<file path="src/rtl/lcd_seg_pkg.sv">
package lcd_seg_pkg;
  localparam int CODE_W = 4;
  localparam int SEG_N  = 7;

  typedef logic [CODE_W-1:0] code_t;
  typedef logic [SEG_N-1:0]  seg_t;

  // Reset value of the hold register: an out-of-range code, shown dark
  localparam code_t RESET_CODE = code_t'(15);

  // Segment order: bit0=a ... bit6=g
  function automatic seg_t digit_pattern(input code_t code);
    seg_t p;
    case (code)
      code_t'(0): p = 7'b0111111;
      code_t'(1): p = 7'b0000110;
      code_t'(2): p = 7'b1011011;
      code_t'(3): p = 7'b1001111;
      code_t'(4): p = 7'b1100110;
      code_t'(5): p = 7'b1101101;
      code_t'(6): p = 7'b1111101;
      code_t'(7): p = 7'b0000111;
      code_t'(8): p = 7'b1111111;
      code_t'(9): p = 7'b1101111;
      default:    p = '0;
    endcase
    return p;
  endfunction

  function automatic seg_t apply_phase(input seg_t base, input logic ph);
    return ph ? ~base : base;
  endfunction
endpackage

</file>
<file path="src/rtl/lcd_code_hold.sv">
module lcd_code_hold
  import lcd_seg_pkg::*;
(
  input  logic  clk,
  input  logic  rst_n,
  input  logic  load_en,
  input  code_t code_in,
  output code_t code_q
);
  always_ff @(posedge clk or negedge rst_n) begin
    if (!rst_n)       code_q <= RESET_CODE;
    else if (load_en) code_q <= code_in;
  end
endmodule

</file>
<file path="src/rtl/lcd_seg_shaper.sv">
module lcd_seg_shaper
  import lcd_seg_pkg::*;
(
  input  code_t code,
  input  logic  blank,
  input  logic  phase,
  output seg_t  seg
);
  seg_t base;
  always_comb begin
    base = blank ? '0 : digit_pattern(code);
    seg  = apply_phase(base, phase);
  end
endmodule

</file>
<file path="src/rtl/lcd_backplane_gen.sv">
module lcd_backplane_gen #(
  parameter int HALF_PERIOD = 64
) (
  input  logic clk,
  input  logic rst_n,
  output logic tick,
  output logic wave
);
  localparam int CNT_W = (HALF_PERIOD > 1) ? $clog2(HALF_PERIOD) : 1;
  localparam logic [CNT_W-1:0] LAST = CNT_W'(HALF_PERIOD - 1);

  logic [CNT_W-1:0] cnt;

  assign tick = (cnt == LAST);

  always_ff @(posedge clk or negedge rst_n) begin
    if (!rst_n) begin
      cnt  <= '0;
      wave <= 1'b0;
    end else if (tick) begin
      cnt  <= '0;
      wave <= ~wave;
    end else begin
      cnt  <= cnt + 1'b1;
    end
  end
endmodule

</file>
<file path="src/rtl/lcd_digit_driver.sv">
module lcd_digit_driver #(
  parameter int HALF_PERIOD = 64
) (
  input  logic       clk,
  input  logic       rst_n,
  input  logic [3:0] bcd_in,
  input  logic       load_en,
  input  logic       blank,
  input  logic       phase,
  output logic [6:0] seg,
  output logic       backplane
);
  import lcd_seg_pkg::*;

  code_t held_code;
  logic  bp_tick;

  lcd_code_hold u_hold (
    .clk     (clk),
    .rst_n   (rst_n),
    .load_en (load_en),
    .code_in (bcd_in),
    .code_q  (held_code)
  );

  lcd_seg_shaper u_shape (
    .code  (held_code),
    .blank (blank),
    .phase (phase),
    .seg   (seg)
  );

  lcd_backplane_gen #(.HALF_PERIOD(HALF_PERIOD)) u_bp (
    .clk   (clk),
    .rst_n (rst_n),
    .tick  (bp_tick),
    .wave  (backplane)
  );
endmodule


</file>
<file path="config.mk">
export PLATFORM = sky130hd
export DESIGN_NAME = lcd_digit_driver
export DESIGN_NICKNAME = d
export VERILOG_FILES = /design/src/rtl/lcd_seg_pkg.sv /design/src/rtl/lcd_code_hold.sv /design/src/rtl/lcd_seg_shaper.sv /design/src/rtl/lcd_backplane_gen.sv /design/src/rtl/lcd_digit_driver.sv
export SDC_FILE = /design/constraint.sdc
export NUM_CORES = 1
export LEC_CHECK = 0
export ABC_CLOCK_PERIOD_IN_PS = 2370
export CAP_MARGIN = 20
export CORE_MARGIN = 3
export CORE_UTILIZATION = 48
export CTS_BUF_LIST = sky130_fd_sc_hd__clkbuf_16
export DETAILED_ROUTE_END_ITERATION = 12
export PLACE_DENSITY = 0.79
export RECOVER_POWER = 100
export SLEW_MARGIN = 40
export SYNTH_ARGS = -nofsm -noshare
export SYNTH_HDL_FRONTEND = slang
export SYNTH_SLANG_ARGS = --single-unit
</file>
<file path="constraint.sdc">
create_clock -name clk -period 2.37 [get_ports clk]
set_clock_uncertainty 0.15 [all_clocks]
set_input_delay 0.474 -clock clk [delete_from_list [all_inputs] [get_ports clk]]
set_output_delay 0.474 -clock clk [all_outputs]
set_load 0.01 [all_outputs]
</file>
==> metrics.csv <==
metric;value;unit
Slew HR;67.4;%
Syn Nets;95;
Die H;45.8;um
via count;657;
Port-buffer cells;16;
DRT antenna net count;0;
GP Congestion;0.794;
Remaining Overflow, GRT;0;
Startpoint Class;flip-flop;
Max Transition Viols Final;0;
Final period util;98.8;%
CTS tree;built;
Leak;0.498;nW
H-tree levels;1;
FMAX;427;MHz
Core Region;1380;um^2
Worst Tran Pin Value;0.488;ns
total number of yosys warnings;0;
clk sinks;11;
Net Sw Power;0.174;mW
uppermost layer routed;met4;
die area;2100;um^2
Routed met3 length;102;um
Syn-to-layout area delta;43.3;%
WL final;1.80;mm
Logic pwr share;25.0;%
clock buffer depth;2;
Worst Hold Class;reg2reg;
Antenna Diode Count;0;
type of the worst setup path;reg2out;
synth unique cells;29;
WP data arrival;1.72;ns
outcome;finished clean;
synth top area cells;dfrtp_1 23%, dfstp_2 14%, ha_1 9.9%;
pin count of the biggest net entering global routing;12;
clock power share;44.0;%
Crit Path Max Fanout;3;
clock root cell;clkbuf_16;
first-pass GRT wire length;3.10;mm
area fraction of the dominant cell type after synthesis;23.1;%
CTS buffer count;3;
initial antenna violation count;0;
Final Hold Violating Endpoints;0;
P_int;0.515;mW
Seq/Total Area, Yosys;36.9;%
final core occ;78.7;%
Worst IR Drop VDD;749;uV
cells after synthesis;80;
Syn Area/Cell;9.49;um^2
DPL Wire Length;1.28;mm
die width;45.8;um
area of the multi-input gates;465;um^2
pwr/cell area;633;nW/um^2
Critical Path End Type;output port;
most area-hungry cell type in the Yosys netlist;dfrtp_1;
Critical Path RT;1.75;ns
clk_lat worst skew;0.24;ns
Netlist Area Pre-Place;759;um^2
sequential share of power;31.0;%
Sw Ratio;25.3;%
layout cells sized above 1;36.4;%
RSZ-0062 raised after global routing;true;
DRC viols;0;
row cnt;13;
max_cap viols;0;
met2 WL;983;um
Final setup viols;0;
GRT Total Usage;21.4;%
post-route minimum period;2.34;ns
DRT met1 WL;672;um
Final Net Count;126;
vias in the first global route;718;
FF+latch area;280;um^2
Setup TNS Final;0;ns
post-DR vias/cell;5.26;
flops & latches, synth;11;
first-pass detailed-route iteration total;5;
WL per Instance;14.4;um
DR iter-0 viols;7;
clk slew on worst S/H paths;0.04;ns
fill count;87;
Starting Density;54.9;%
Ports;17;
-- cell type report --
| class | instances | share of cell area, % |
|---|---|---|
| well taps | 15 | 1.72 |
| inverters | 3 | 1.03 |
| multi-input cells | 62 | 42.8 |
| repair buffers | 30 | 21.5 |
| clock inverters | 1 | 0.345 |
| clock buffers | 3 | 6.90 |
| flip-flops and latches | 11 | 25.7 |
-- critical path, stage by stage (launching register included) --
cell and delay [ns]:
dfstp_2 0.55, buf_4 0.13, ha_1 0.17, mux2i_1 0.09
o211ai_1 0.25, xnor2_1 0.14, buf_2 0.14
-- cell families (layout without fill, tap and decap cells) --
kind of cell | Yosys count | count (layout) | synth area share (%)
buf+inv | 7 | 37 | 5.11
compound gates | 13 | 13 | 10.7
fa+ha+maj | 6 | 6 | 9.88
flops | 11 | 11 | 36.9
mux | 3 | 3 | 4.28
simple gates | 29 | 29 | 20.4
xor+xnor | 11 | 11 | 12.7
-- through the flow --
step	hold WS [ns]	instances	setup slack (ns)	total power, mW	area, um^2
2_1_floorplan	0.0284	80	0.339	0.302	759
3_3_place_gp	0.303	121	-0.323	0.389	1020
3_5_place_dp	0.314	121	-0.412	0.395	1020
4_1_cts	0.323	125	-0.00314	0.685	1080
5_1_grt	0.362	125	-0.0737	0.720	1090
6_report	0.324	125	0.0288	0.689	1090
-- flip-flops by register name, summed over array words and instances (netlist names) --
| name | cells |
|---|---|
| u_bp.cnt | 6 |
| u_hold.code_q | 4 |
| u_bp.wave | 1 |
-- worst paths after layout --
path,end,from,slack (ns),depth (start not counted)
max in group asynchronous,u_hold.code_q[3],rst_n,1.23,1
setup / recovery,seg[6],u_hold.code_q[1],0.03,6
min in group asynchronous,u_bp.wave,rst_n,0.49,1
hold / removal,u_bp.wave,u_bp.wave,0.32,1
hold reg to reg,u_bp.wave,u_bp.wave,0.32,1
setup reg to reg,u_bp.wave,u_bp.cnt[0],0.91,4
-- cells in the final DEF (no fill, tap or decap), types with 2 or more instances in the layout --
master           synthesis  final
clkbuf_16                0      3
buf_4                    1     14
dfrtp_1                  7      7
dlygate4sd3_1            0      3
buf_2                    1      5
xor2_1                   6      6
mux2_2                   2      2
a21oi_2                  2      3
inv_2                    0      2
xnor2_1                  5      5
clkdlybuf4s50_1          0      5
inv_1                    3      2
ha_1                     6      5
nor2b_1                  2      2
dfstp_2                  4      4
nor2_1                   8      9
nand2b_1                 5      5
nand3_1                  3      3
o21ai_0                  4      4
nand2_1                  5      5
-- synthesized netlist by cell type (all sizes together) --
| library cell | number |
|---|---|
| a21o | 1 |
| a21oi | 5 |
| a31oi | 1 |
| and3 | 1 |
| buf | 4 |
| dfrtp | 7 |
| dfstp | 4 |
| ha | 6 |
| inv | 3 |
| mux2 | 2 |
| mux2i | 1 |
| nand2 | 5 |
| nand2b | 6 |
| nand3 | 3 |
| nor2 | 10 |
| nor2b | 2 |
| nor3 | 2 |
| o211ai | 1 |
| o21ai | 4 |
| o31ai | 1 |
| xnor2 | 5 |
| xor2 | 6 |
-- power by group through the flow --
stage	Clock, mW	Combinational (mW)	Sequential, mW
after floorplan	0	0.0945	0.207
after global placement	0	0.175	0.214
after detailed placement	0	0.180	0.215
after CTS	0.304	0.168	0.213
after global routing	0.315	0.190	0.215
final	0.303	0.172	0.214
-- timing repair --
action	4_1_cts	5_1_grt
pin swaps	2	4
gates resized for setup	27	6
endpoints found under the setup margin	7	6
endpoints found under the hold margin	0	0
setup buffers	0	0
hold buffers	0	0
-- metal layers --
layer,GRT usage (%),vias up
met4,8.52,0
met1,24.0,305
met3,7.11,6
li1,-,323
met2,37.0,23
met5,0,-
No activity file was read; power rests on OpenSTA's default activity.
